**src/rtl/cmt_pkg.sv**
```systemverilog
package cmt_pkg;
    localparam int CNT_W   = 8;
    localparam int DATA_W  = 8;
    localparam int ADDR_W  = 3;
    localparam int NCH     = 2;
    localparam int CODE_W  = 4;
    localparam int PSC_W   = 7;

    localparam logic [ADDR_W-1:0] A_CFG  = 3'd0;
    localparam logic [ADDR_W-1:0] A_TRG  = 3'd1;
    localparam logic [ADDR_W-1:0] A_LVL  = 3'd2;
    localparam logic [ADDR_W-1:0] A_CNT  = 3'd3;
    localparam logic [ADDR_W-1:0] A_CMP0 = 3'd4;

    typedef enum logic [1:0] {
        LVL_HOLD = 2'b00,
        LVL_LOW  = 2'b01,
        LVL_HIGH = 2'b10,
        LVL_FLIP = 2'b11
    } lvl_op_e;

    typedef struct packed {
        logic [CNT_W-1:0]            cnt;
        logic [NCH-1:0][CNT_W-1:0]   cmp;
        logic [NCH-1:0][1:0]         op;
        logic [1:0]                  clr_mode;
        logic [2:0]                  cks_lo;
        logic                        cks_hi;
        logic [1:0]                  edge_sel;
        logic                        gate_en;
        logic [DATA_W-1:0]           rdata;
    } tmr_state_t;
endpackage

```
**src/rtl/cmt_prescaler.sv**
```systemverilog
module cmt_prescaler
    import cmt_pkg::*;
#(
    parameter int W      = PSC_W,
    parameter int CODE_B = CODE_W
) (
    input  logic              clk,
    input  logic              rst_n,
    input  logic [CODE_B-1:0] code_i,
    output logic              tick_o
);
    logic [W-1:0] psc_d, psc_q;
    logic [W-1:0] mask;
    logic         valid;

    always_comb begin
        psc_d = psc_q + 1'b1;
        valid = (code_i != '0) && (int'(code_i) < W);
        for (int i = 0; i < W; i++) begin
            mask[i] = (i <= int'(code_i));
        end
        tick_o = valid && ((psc_q & mask) == mask);
    end

    always_ff @(posedge clk or negedge rst_n) begin
        if (!rst_n) psc_q <= '0;
        else        psc_q <= psc_d;
    end

    // the fastest rate is one tick in four clocks
    assert_tick_spacing_R3: assert property (@(posedge clk) disable iff (!rst_n)
        tick_o |=> !tick_o);
endmodule

```
**src/rtl/cmt_trigger.sv**
```systemverilog
module cmt_trigger (
    input  logic       clk,
    input  logic       rst_n,
    input  logic       trig_i,
    input  logic [1:0] edge_sel_i,
    input  logic       gate_en_i,
    input  logic       restart_i,
    input  logic       halt_i,
    output logic       run_o
);
    typedef struct packed {
        logic s1;
        logic s2;
        logic prev;
        logic run;
    } trg_state_t;

    trg_state_t st_d, st_q;
    logic rise, fall, accept;

    always_comb begin
        st_d      = st_q;
        st_d.s1   = trig_i;
        st_d.s2   = st_q.s1;
        st_d.prev = st_q.s2;
        rise   = st_q.s2 && !st_q.prev;
        fall   = !st_q.s2 && st_q.prev;
        accept = (edge_sel_i[0] && rise) || (edge_sel_i[1] && fall);
        if (restart_i || halt_i)      st_d.run = 1'b0;
        else if (accept && gate_en_i) st_d.run = 1'b1;
    end

    always_ff @(posedge clk or negedge rst_n) begin
        if (!rst_n) st_q <= '0;
        else        st_q <= st_d;
    end

    assign run_o = st_q.run;

    // a run starts only from an accepted edge while gating is on
    assert_run_from_edge_R6: assert property (@(posedge clk) disable iff (!rst_n)
        $rose(st_q.run) |-> $past(gate_en_i && !restart_i && !halt_i));
endmodule

```
**src/rtl/cmt_outlvl.sv**
```systemverilog
module cmt_outlvl
    import cmt_pkg::*;
(
    input  logic       clk,
    input  logic       rst_n,
    input  logic       hit_i,
    input  logic [1:0] op_i,
    output logic       lvl_o
);
    logic lvl_d, lvl_q;

    always_comb begin
        lvl_d = lvl_q;
        if (hit_i) begin
            unique case (lvl_op_e'(op_i))
                LVL_HOLD: lvl_d = lvl_q;
                LVL_LOW:  lvl_d = 1'b0;
                LVL_HIGH: lvl_d = 1'b1;
                LVL_FLIP: lvl_d = !lvl_q;
            endcase
        end
    end

    always_ff @(posedge clk or negedge rst_n) begin
        if (!rst_n) lvl_q <= 1'b0;
        else        lvl_q <= lvl_d;
    end

    assign lvl_o = lvl_q;

    // the output moves only after its own match
    assert_lvl_on_hit_R5: assert property (@(posedge clk) disable iff (!rst_n)
        !$stable(lvl_q) |-> $past(hit_i));
endmodule

```
**src/rtl/cmt_timer.sv**
```systemverilog
module cmt_timer
    import cmt_pkg::*;
(
    input  logic              clk,
    input  logic              rst_n,
    input  logic              wr_en,
    input  logic [ADDR_W-1:0] addr,
    input  logic [DATA_W-1:0] wdata,
    output logic [DATA_W-1:0] rdata,
    input  logic              trig_in,
    output logic              out_a,
    output logic              out_b
);
    tmr_state_t          st_d, st_q;
    logic                tick, run, cnt_en, clr_hit, halt, trg_wr, cnt_wr;
    logic [NCH-1:0]      hit;
    logic [NCH-1:0]      lvl;
    logic [CODE_W-1:0]   code;

    assign code   = {st_q.cks_hi, st_q.cks_lo};
    assign trg_wr = wr_en && (addr == A_TRG);
    assign cnt_wr = wr_en && (addr == A_CNT);

    cmt_prescaler u_psc (
        .clk    (clk),
        .rst_n  (rst_n),
        .code_i (code),
        .tick_o (tick)
    );

    cmt_trigger u_trg (
        .clk        (clk),
        .rst_n      (rst_n),
        .trig_i     (trig_in),
        .edge_sel_i (st_q.edge_sel),
        .gate_en_i  (st_q.gate_en),
        .restart_i  (trg_wr),
        .halt_i     (halt),
        .run_o      (run)
    );

    generate
        for (genvar ch = 0; ch < NCH; ch++) begin : g_ch
            cmt_outlvl u_lvl (
                .clk   (clk),
                .rst_n (rst_n),
                .hit_i (hit[ch]),
                .op_i  (st_q.op[ch]),
                .lvl_o (lvl[ch])
            );
        end
    endgenerate

    assign out_a = lvl[0];
    assign out_b = lvl[1];
    assign rdata = st_q.rdata;

    always_comb begin
        st_d   = st_q;
        cnt_en = tick && (!st_q.gate_en || run);
        for (int ch = 0; ch < NCH; ch++) begin
            hit[ch] = cnt_en && (st_q.cnt == st_q.cmp[ch]);
        end
        clr_hit = (st_q.clr_mode[0] && hit[0]) || (st_q.clr_mode[1] && hit[1]);
        halt    = clr_hit && st_q.gate_en;

        if (cnt_en) st_d.cnt = clr_hit ? '0 : st_q.cnt + 1'b1;

        if (wr_en) begin
            case (addr)
                A_CFG: begin
                    st_d.clr_mode = wdata[4:3];
                    st_d.cks_lo   = wdata[2:0];
                end
                A_TRG: begin
                    st_d.edge_sel = wdata[4:3];
                    st_d.gate_en  = wdata[2];
                    st_d.cks_hi   = wdata[0];
                end
                A_LVL: begin
                    st_d.op[0] = wdata[1:0];
                    st_d.op[1] = wdata[3:2];
                end
                A_CNT:      st_d.cnt    = wdata;
                A_CMP0:     st_d.cmp[0] = wdata;
                A_CMP0 + 1: st_d.cmp[1] = wdata;
                default: ;
            endcase
        end

        case (addr)
            A_CFG:      st_d.rdata = {3'b000, st_q.clr_mode, st_q.cks_lo};
            A_TRG:      st_d.rdata = {3'b111, st_q.edge_sel, st_q.gate_en, 1'b1, st_q.cks_hi};
            A_LVL:      st_d.rdata = {4'b0000, st_q.op[1], st_q.op[0]};
            A_CNT:      st_d.rdata = st_q.cnt;
            A_CMP0:     st_d.rdata = st_q.cmp[0];
            A_CMP0 + 1: st_d.rdata = st_q.cmp[1];
            default:    st_d.rdata = '0;
        endcase
    end

    always_ff @(posedge clk or negedge rst_n) begin
        if (!rst_n) st_q <= '0;
        else        st_q <= st_d;
    end

    // reserved trigger-control bits read back as ones
    assert_trg_reserved_R2: assert property (@(posedge clk) disable iff (!rst_n)
        (addr == A_TRG) |=> (rdata[7:5] == 3'b111 && rdata[1]));

    // without a tick or a write the counter holds
    assert_cnt_hold_R3: assert property (@(posedge clk) disable iff (!rst_n)
        (!tick && !cnt_wr) |=> $stable(st_q.cnt));

    // a clearing match under gating ends the run
    assert_halt_stops_R7: assert property (@(posedge clk) disable iff (!rst_n)
        (halt && st_q.gate_en) |=> !run);

    // a counter write wins over a tick
    assert_write_wins_R9: assert property (@(posedge clk) disable iff (!rst_n)
        cnt_wr |=> (st_q.cnt == $past(wdata)));
endmodule

```
**config.mk**
```make
export PLATFORM = sky130hd
export DESIGN_NAME = cmt_timer
export DESIGN_NICKNAME = d
export VERILOG_FILES = /design/src/rtl/cmt_pkg.sv /design/src/rtl/cmt_prescaler.sv /design/src/rtl/cmt_trigger.sv /design/src/rtl/cmt_outlvl.sv /design/src/rtl/cmt_timer.sv
export SDC_FILE = /design/constraint.sdc
export NUM_CORES = 1
export LEC_CHECK = 0
export BUFFER_PORTS_ARGS = -buffer_cell sky130_fd_sc_hd__buf_2
export CORE_ASPECT_RATIO = 1.5
export CORE_MARGIN = 2
export CORE_UTILIZATION = 50
export DETAILED_ROUTE_END_ITERATION = 6
export GPL_TIMING_DRIVEN = 0
export PLACE_DENSITY = 0.69
export SLEW_MARGIN = 20
export SYNTH_ARGS = -nofsm -noshare
export SYNTH_HDL_FRONTEND = slang
export SYNTH_SLANG_ARGS = --single-unit
```
**constraint.sdc**
```tcl
create_clock -name clk -period 5.25 [get_ports clk]
set_clock_uncertainty 0.15 [all_clocks]
set_input_delay 0.7875 -clock clk [delete_from_list [all_inputs] [get_ports clk]]
set_output_delay 0.7875 -clock clk [all_outputs]
set_load 0.01 [all_outputs]
```
Yosys cells after proc, flatten, opt, wreduce, memory -nomap -nowiden
Cells that the tools add are included.
{"block": "word_totals", "ff_bits": 58, "latch_bits": 0, "ramBits": 0, "mem_bits_ro": 0, "in_bits": 15, "output_inout_bits": 10, "word_cells": 93, "n_memories": 0}
{"block": "op_classes", "n_addsub": 2, "multipliers": 0, "div_mod_pow": 0, "n_lt_le_gt_ge": 7, "n_eq_ne": 14, "shift": 0, "n_mux": 14, "bitwise": 3, "n_reduce_logical": 35}
{"operator": "one-hot mux 8 bit (6 select lines)", "count": 1}
{"operator": "two-way mux 8 bit", "count": 5}
{"operator": "two-way mux 37 bit", "count": 1}
{"operator": "equality test 8 bit", "count": 2}
{"operator": "logical AND 1 bit", "count": 14}
{"operator": "AND reduction 2 bit", "count": 7}
{"operator": "<= comparator 3 x 4 -> 1 bit, first input constant", "count": 3}
{"operator": "adder 8 x 1 -> 8 bit, second input constant", "count": 1}
{"operator": "equality test 2 bit, second input constant", "count": 4}
{"operator": "<= comparator 2 x 4 -> 1 bit, first input constant", "count": 2}
{"operator": "two-way mux 4 bit", "count": 2}
{"operator": "adder 7 x 1 -> 7 bit, second input constant", "count": 1}
{"operator": "bitwise AND 7 bit", "count": 1}
{"operator": "equality test 7 bit", "count": 1}
{"operator": "equality test 3 x 2 -> 1 bit, second input constant", "count": 2}
{"operator": "equality test 3 bit, second input constant", "count": 2}
{"operator": "one-hot mux 1 bit (3 select lines)", "count": 2}
{"operator": "zero test 1 bit", "count": 5}
{"operator": "two-way mux 5 bit", "count": 1}
{"operator": "equality test 2 x 1 -> 1 bit, second input constant", "count": 2}
{"operator": "<= comparator 1 x 4 -> 1 bit, first input constant", "count": 1}
{"operator": "zero test 2 bit", "count": 2}
{"operator": "logical OR 1 bit", "count": 4}
{"operator": "< comparator 4 x 3 -> 1 bit, second input constant", "count": 1}
{"operator": "other kinds (6)", "count": 8}

Depth between registers and ports, before layout
Gate-level depths: netlist of the first run.
{"block": "depth", "ltp_word": 12, "depth_mapped": 8, "ltp_nobuf": 6}

Cells and area by module
Synthesis of the first run repeated with hierarchy kept, for this count alone.
{"block": "unflattened", "cells_unflattened": 272, "hier_area_um2": 3022.9}
{"mod": "cmt_timer", "instances": 1, "cells_each": 227, "area_each_um2": 2477.4, "seq_area_each_um2": 1126.1}
{"mod": "cmt_prescaler", "instances": 1, "cells_each": 31, "area_each_um2": 342.8, "seq_area_each_um2": 175.2}
{"mod": "cmt_trigger", "instances": 1, "cells_each": 8, "area_each_um2": 130.1, "seq_area_each_um2": 100.1}
{"mod": "cmt_outlvl", "instances": 2, "cells_each": 3, "area_each_um2": 36.3, "seq_area_each_um2": 25.0}

Worst setup path before layout of the first run
OpenSTA, ideal clock, no wires.
{"block": "synth_timing", "path_kind": "input to register", "startpoint": "in addr[1]", "endpoint": "reg st_q[29] (netlist bit)", "setup_time_ns": 0.125, "arrival_ns": 2.020, "required_time_ns": 4.975, "path_slack_ns": 2.956, "cell_stages": 5, "n_path_buf": 2, "path_cell_list": "clkbuf_1 > nand2b_1 > or2_2 > clkbuf_1 > mux2_2"}
{"block": "synth_via", "elab_chain_cells": 2}
{"item": "from (decl)", "line": "cmt_timer.sv:7", "text": "input logic [ADDR_W-1:0] addr,"}
{"item": "equality test 3 bit", "line": "cmt_timer.sv:70", "text": "case (addr)"}
{"item": "AND reduction 2 bit (no line)"}
{"item": "to (signal assigned)", "line": "cmt_timer.sv:104", "text": "else st_q <= st_d;"}
{"item": "to (decl)", "line": "cmt_timer.sv:14", "text": "tmr_state_t st_d, st_q;"}
Every way passes these cells.
A chain may end at the register's enable or synchronous reset.

Final worst setup path of the first run
{"block": "layout_timing", "startpoint": "in addr[1]", "endpoint": "reg st_q[31] (netlist bit)"}
The elaborated chain is that of the path after synthesis.

==> results.json, run 1 <==
{
  "seq_area_um2": 1450,
  "path_class": "input port to register",
  "irDropWorstVdd_mv": 0.248,
  "r2r_cells": 7,
  "min_path_type": "register to register",
  "required_ns": 5.32,
  "p_clk_frac": 0.279,
  "maxCapViolations": 0,
  "portBuffers": 23,
  "cp-end-kind": "register",
  "slew_viol_final": 0,
  "yosysSeqAreaShare": 0.489,
  "start_kind": "input port",
  "critPathLaunch": "addr[1]",
  "gp_congestion": 0.821,
  "drt_first_pass_iters": 4,
  "worstHoldEndpoint": "u_trg.st_d[1]",
  "cp.buffers_inverters": 2,
  "wl_per_cell_um": 17.1,
  "syn_inst": 264,
  "synth-xor-area-share": 0.0767,
  "cellInternalPower_mw": 0.950,
  "clock-sinks": 58,
  "multi_input_area_um2": 1370,
  "antenna_found_initial": 0,
  "fin_ws_ns": 2.87,
  "critPathMostFrequentCell": "clkbuf_1",
  "die_x_um": 66.9,
  "path_delay_family": "buffers and inverters",
  "synth_cell_types": 40,
  "cts_buffers": 9,
  "fin_total_pwr_mw": 1.40,
  "final_cells": 375,
  "syn2layout_area_growth_pct": 13.2,
  "most-common-layout-cells": "dfrtp_1 (58), mux2_2 (28), xnor2_1 (23), buf_2 (23), nor2_1 (19)",
  "grt_pass1_wl_mm": 10.9,
  "worst_slew_pin_slew_ns": 0.797,
  "cts_tree": "built",
  "io_pins": 25,
  "p_leak_nw": 1.42,
  "start_util": 0.513,
  "coreArea_um2": 5790,
  "status": "completed",
  "first_iter_violations": 102,
  "min_period_over_period": 0.452,
  "htree_num_levels": 3,
  "die_y_um": 98.4,
  "clockBufferDepth": 2,
  "post-route-drc-count": 0,
  "drive_gt1_frac": 0.304,
  "critPathMaxStageDelay_ns": 0.43,
  "rsz0062_at_grt": "no",
  "synth_area_um2": 2970,
  "finalCriticalPeriod_ns": 2.38,
  "nFillCells": 515,
  "seqPwrFrac": 0.434,
  "dpl_worst_slack_ns": 2.51,
  "pwr-share-comb": 0.287,
  "power.density_nw_per_um2": 417,
  "syn_area_per_cell_um2": 11.3,
  "synth_seq_cells": 58,
  "rr_endpoint": "st_q[43]",
  "yosys-mux-area-fraction": 0.145,
  "synth_simple_gate_area_frac": 0.131,
  "slew_headroom": 0.464,
  "timing.rr.start": "st_q[37]",
  "r2r_setup_slack_ns": 2.98,
  "cts_hold_buf": 0,
  "swShare": 0.323,
  "fin_nets": 315,
  "p_switching_mw": 0.453,
  "post-cts-setup-buffers": 0,
  "dpl.hpwl_mm": 4.56,
  "postCtsResizedCells": 0,
  "cp_data_arrival_time_ns": 2.45,
  "grt_usage": 0.227,
  "synth_fp_nets": 281,
  "num_rows": 34,
  "holdWs_ns": 0.201,
  "antenna_cells": 0,
  "postRouteAntennaNets": 0,
  "layout_commonest_cell": "dfrtp_1",
  "setup_viol": 0,
  "clk_latency_ns": 0.34,
  "hp-start": "u_trg.st_d[2]",
  "clk_pin_slew_ns": 0.06,
  "fmax_mhz": 421,
  "die_area_um2": 6590,
  "wl_mm": 6.42,
  "viasPerCell": 5.61,
  "ys_warn_count": 0,
  "root_buffer": "clkbuf_8",
  "grt_max_degree": 59,
  "via_count": 2105,
  "dp.cells": 359,
  "synth_compound_area_frac": 0.100,
  "hold_depth": 0,
  "synthAdderAreaFrac": 0.00842,
  "finalSetupTns_ns": 0,
  "crit_chain": "clkbuf_1 > nand2b_1 > or2_2 > clkbuf_1 > mux2_2",
  "slowest_stage": "clkbuf_1",
  "synth_top_family_by_area": "multiplexers",
  "grt_pass1_vias": 2169,
  "grt-ovfl-total": 0,
  "hold_viol": 0,
  "cp_max_fo": 10
}
==> power by group through the flow <==
stage               combinational (mW)  clock [mW]  sequential (mW)
finish                           0.403       0.391            0.609
global route                     0.439       0.417            0.621
detailed placement               0.402           0            0.616
global placement                 0.392           0            0.612
floorplan                        0.314           0            0.595
CTS                              0.405       0.398            0.608
==> flip-flops by register name (all words and copies together) (netlist names) <==
signal / count
u_trg.st_q: 1
st_q: 33
code: 4
u_trg.run_o: 1
rdata: 8
g_ch.u_lvl.lvl_o: 2
u_trg.st_d: 2
u_psc.psc_q: 7
==> metal layers <==
layer,global-route usage,wire (um)
met4,0.0989,173
met5,0,0
met1,0.287,2690
met2,0.363,3220
met3,0.0588,337
==> worst reg2reg max path: stages, from the launching register on <==
cell      delay [ns]
dfrtp_1         0.35
clkbuf_1        0.35
xnor2_1         0.18
nand4_1         0.11
nor2_1          0.30
a22oi_1         0.28
nor3_4          0.31
a211oi_1        0.10
==> how the worst max path moves through the flow <==
| stage | to | slack [ns] | cells past startpoint |
|---|---|---|---|
| final | st_q[31] | 2.87 | 5 |
| after global routing | st_q[34] | 2.77 | 5 |
| after CTS | st_q[31] | 2.87 | 5 |
| after detailed placement | st_q[34] | 2.51 | 5 |
| after global placement | st_q[30] | 2.55 | 5 |
| after floorplan | st_q[29] | 2.96 | 5 |
==> kinds of logic after synthesis <==
group           Yosys count
compound gates           41
xor+xnor                 26
fa+ha+maj                 2
buf+inv                  31
flops                    58
mux                      37
simple gates             69
==> final cells by class <==
type                       instances  area share
timing repair buffer              23      0.0350
inverter                           9      0.0100
clock inverter                     6      0.0171
tap                               72      0.0268
sequential                        58       0.432
clock buffer                      10      0.0379
buffer                            22      0.0339
multi-input combinational        175       0.408
==> Yosys cell counts <==
master     n  area share
nor4_4     1      0.0072
clkbuf_1  13       0.016
xnor2_1   23       0.068
nor4_2     2      0.0084
o31ai_1    1      0.0025
o21ai_2    2      0.0059
or2_4      1      0.0029
nand2b_1   4      0.0084
a22oi_1    1      0.0025
a2111o_4   1      0.0072
a22o_1     3      0.0088
or2_2      2      0.0042
nor3_1     5      0.0084
a211oi_1   4       0.010
ha_1       2      0.0084
nor3_2     2      0.0067
o21ai_0    6       0.010
dfrtp_1   58        0.49
a31oi_1    3      0.0063
nand3_1   10       0.017
o22ai_1    7       0.015
nor2b_1    4      0.0084
mux2i_1    7       0.024
nor3_4     1      0.0055
a41oi_1    2      0.0059
nand3b_1   2      0.0051
a21oi_1    7       0.012
a21boi_1   1      0.0025
inv_1      8       0.010
nand2_1   10       0.013
nand4_1    6       0.013
mux4_2     2       0.015
buf_4      8       0.020
buf_2      1      0.0017
a211oi_2   2      0.0084
xor2_1     3      0.0088
inv_2      1      0.0013
o311a_1    1      0.0034
nor2_1    19       0.024
mux2_2    28        0.11
==> through the flow <==
step,area (um2),utilization
floorplan,2970,-
global placement,3180,0.549
detailed placement,3180,0.549
CTS,3360,0.581
global route,3360,0.581
finish,3360,0.581
No activity file was read; power rests on OpenSTA's default activity.
==> run 2: changes to the inputs <==
Clock period 5.25 ns to 2.4 ns, I/O delays scaled along.
==> results.json, run 2 (synthesis results as in run 1) <==
{
  "status": "completed",
  "p_clk_frac": 0.278,
  "power.density_nw_per_um2": 908,
  "hold_viol": 0,
  "hp-start": "wdata[7]",
  "layout_commonest_cell": "dfrtp_1",
  "post-route-drc-count": 0,
  "rsz0062_at_grt": "no",
  "root_buffer": "clkbuf_8",
  "clock-sinks": 58,
  "met3_length_um": 309,
  "worst_slew_pin_slew_ns": 0.799,
  "finalCriticalPeriod_ns": 2.27,
  "worstHoldEndpoint": "st_q[36]",
  "top_register": "st_q",
  "grt_max_degree": 59,
  "min_path_type": "input port to register",
  "path_class": "register to register",
  "die_area_um2": 6590,
  "viasPerCell": 5.64,
  "wl_per_cell_um": 17.1,
  "clockBufferDepth": 2,
  "p_leak_nw": 1.43,
  "p_switching_mw": 0.993,
  "maxCapViolations": 0,
  "r2r_setup_slack_ns": 0.13,
  "place_area_um2": 3180,
  "grt_pass1_wl_mm": 10.9,
  "r2r_cells": 7,
  "drt_first_pass_iters": 4,
  "min_period_over_period": 0.944,
  "slew_headroom": 0.463,
  "topRoutingLayerUsed": "met4",
  "finalSetupTns_ns": 0,
  "seqPwrFrac": 0.433,
  "cts_tree": "built",
  "cp_data_arrival_time_ns": 2.31,
  "fin_total_pwr_mw": 3.07,
  "clk_latency_ns": 0.35,
  "fin_area_um2": 3380,
  "syn2layout_area_growth_pct": 13.9,
  "die_x_um": 66.9,
  "cts_buffers": 9,
  "final_cells": 377,
  "holdWs_ns": 0.128,
  "first_iter_violations": 87,
  "start_kind": "register",
  "start_util": 0.513,
  "postRouteAntennaNets": 0,
  "wl_met1_mm": 2.75,
  "fin_nets": 317,
  "num_rows": 34,
  "fmax_mhz": 441,
  "pwr-share-comb": 0.288,
  "slew_viol_final": 0,
  "setup_viol": 0,
  "swShare": 0.323,
  "grt-ovfl-total": 0,
  "rr_endpoint": "st_q[43]",
  "dp.cells": 359,
  "dpl.hpwl_mm": 4.56,
  "clk_pin_slew_ns": 0.07,
  "hold_depth": 2,
  "antenna_cells": 0,
  "required_ns": 2.45,
  "routed-wl-met2_mm": 3.21,
  "via_count": 2126,
  "portBuffers": 23,
  "htree_num_levels": 3,
  "gp_congestion": 0.821,
  "nFillCells": 515,
  "grt_pass1_vias": 2178,
  "cellInternalPower_mw": 2.08,
  "largest_register_ffs": 33,
  "irDropWorstVdd_mv": 0.542,
  "io_pins": 25,
  "cp-end-kind": "register",
  "post-cts-setup-buffers": 0,
  "timing.rr.start": "st_q[37]",
  "drive_gt1_frac": 0.302,
  "coreArea_um2": 5790,
  "most-common-layout-cells": "dfrtp_1 (58), mux2_2 (28), xnor2_1 (23), buf_2 (23), nor2_1 (19)",
  "antenna_found_initial": 0,
  "die_y_um": 98.4,
  "wl_mm": 6.46,
  "cp_max_fo": 7,
  "grt_usage": 0.227
}
## run 2: cell types whose count changed in the layout (fill, tap and decap cells not counted), sizes merged
cell         delta
dlygate4sd3     +2
## run 2: layout make-up
type / instances / area, um2 / area share
Sequential cell: 58 / 1450 / 0.429
Multi-Input combinational cell: 175 / 1370 / 0.405
Timing Repair Buffer: 25 / 138 / 0.0407
Clock buffer: 10 / 128 / 0.0377
Buffer: 22 / 114 / 0.0337
Tap cell: 72 / 90.1 / 0.0266
Clock inverter: 6 / 57.6 / 0.0170
Inverter: 9 / 33.8 / 0.00999
## run 2: timing repair
| action | in CTS | in global routing |
|---|---|---|
| hold endpoints to repair | 59 | 0 |
| gates resized for setup | 0 | 0 |
| hold buffers | 2 | 0 |
## run 2: routing by layer
| metal | up-vias | track usage |
|---|---|---|
| li1 | 1007 | - |
| met1 | 1052 | 0.287 |
| met5 | - | 0 |
| met3 | 18 | 0.0588 |
| met2 | 49 | 0.363 |
| met4 | 0 | 0.0989 |
## run 2: critical path, cell delays in order, from the launching register on
cell and delay (ns):
dfrtp_1 0.35, clkbuf_1 0.35, xnor2_1 0.18, nand4_1 0.11
nor2_1 0.30, a22oi_1 0.28, nor3_4 0.31, a211oi_1 0.10
## run 2: power by group through the flow
stage | Sequential (mW) | Combinational [mW] | Clock, mW
3_3_place_gp | 1.34 | 0.857 | 0
4_1_cts | 1.33 | 0.887 | 0.871
2_1_floorplan | 1.30 | 0.687 | 0
3_5_place_dp | 1.35 | 0.879 | 0
5_1_grt | 1.36 | 0.964 | 0.912
6_report | 1.33 | 0.886 | 0.856
## run 2: stage by stage
| stage | setup slack, ns | util |
|---|---|---|
| after CTS | 0.177 | 0.585 |
| after floorplan | 0.468 | - |
| after detailed placement | 0.0921 | 0.549 |
| after global routing | 0.0533 | 0.585 |
| after global placement | 0.132 | 0.549 |
| final | 0.134 | 0.585 |
## run 2: worst max-delay path by stage
stage                  start  endpoint
detailed placement   addr[1]  st_q[34]
global route        st_q[37]  st_q[43]
CTS                 st_q[37]  st_q[43]
global placement     addr[1]  st_q[30]
floorplan            code[0]  st_q[43]
finish              st_q[37]  st_q[43]
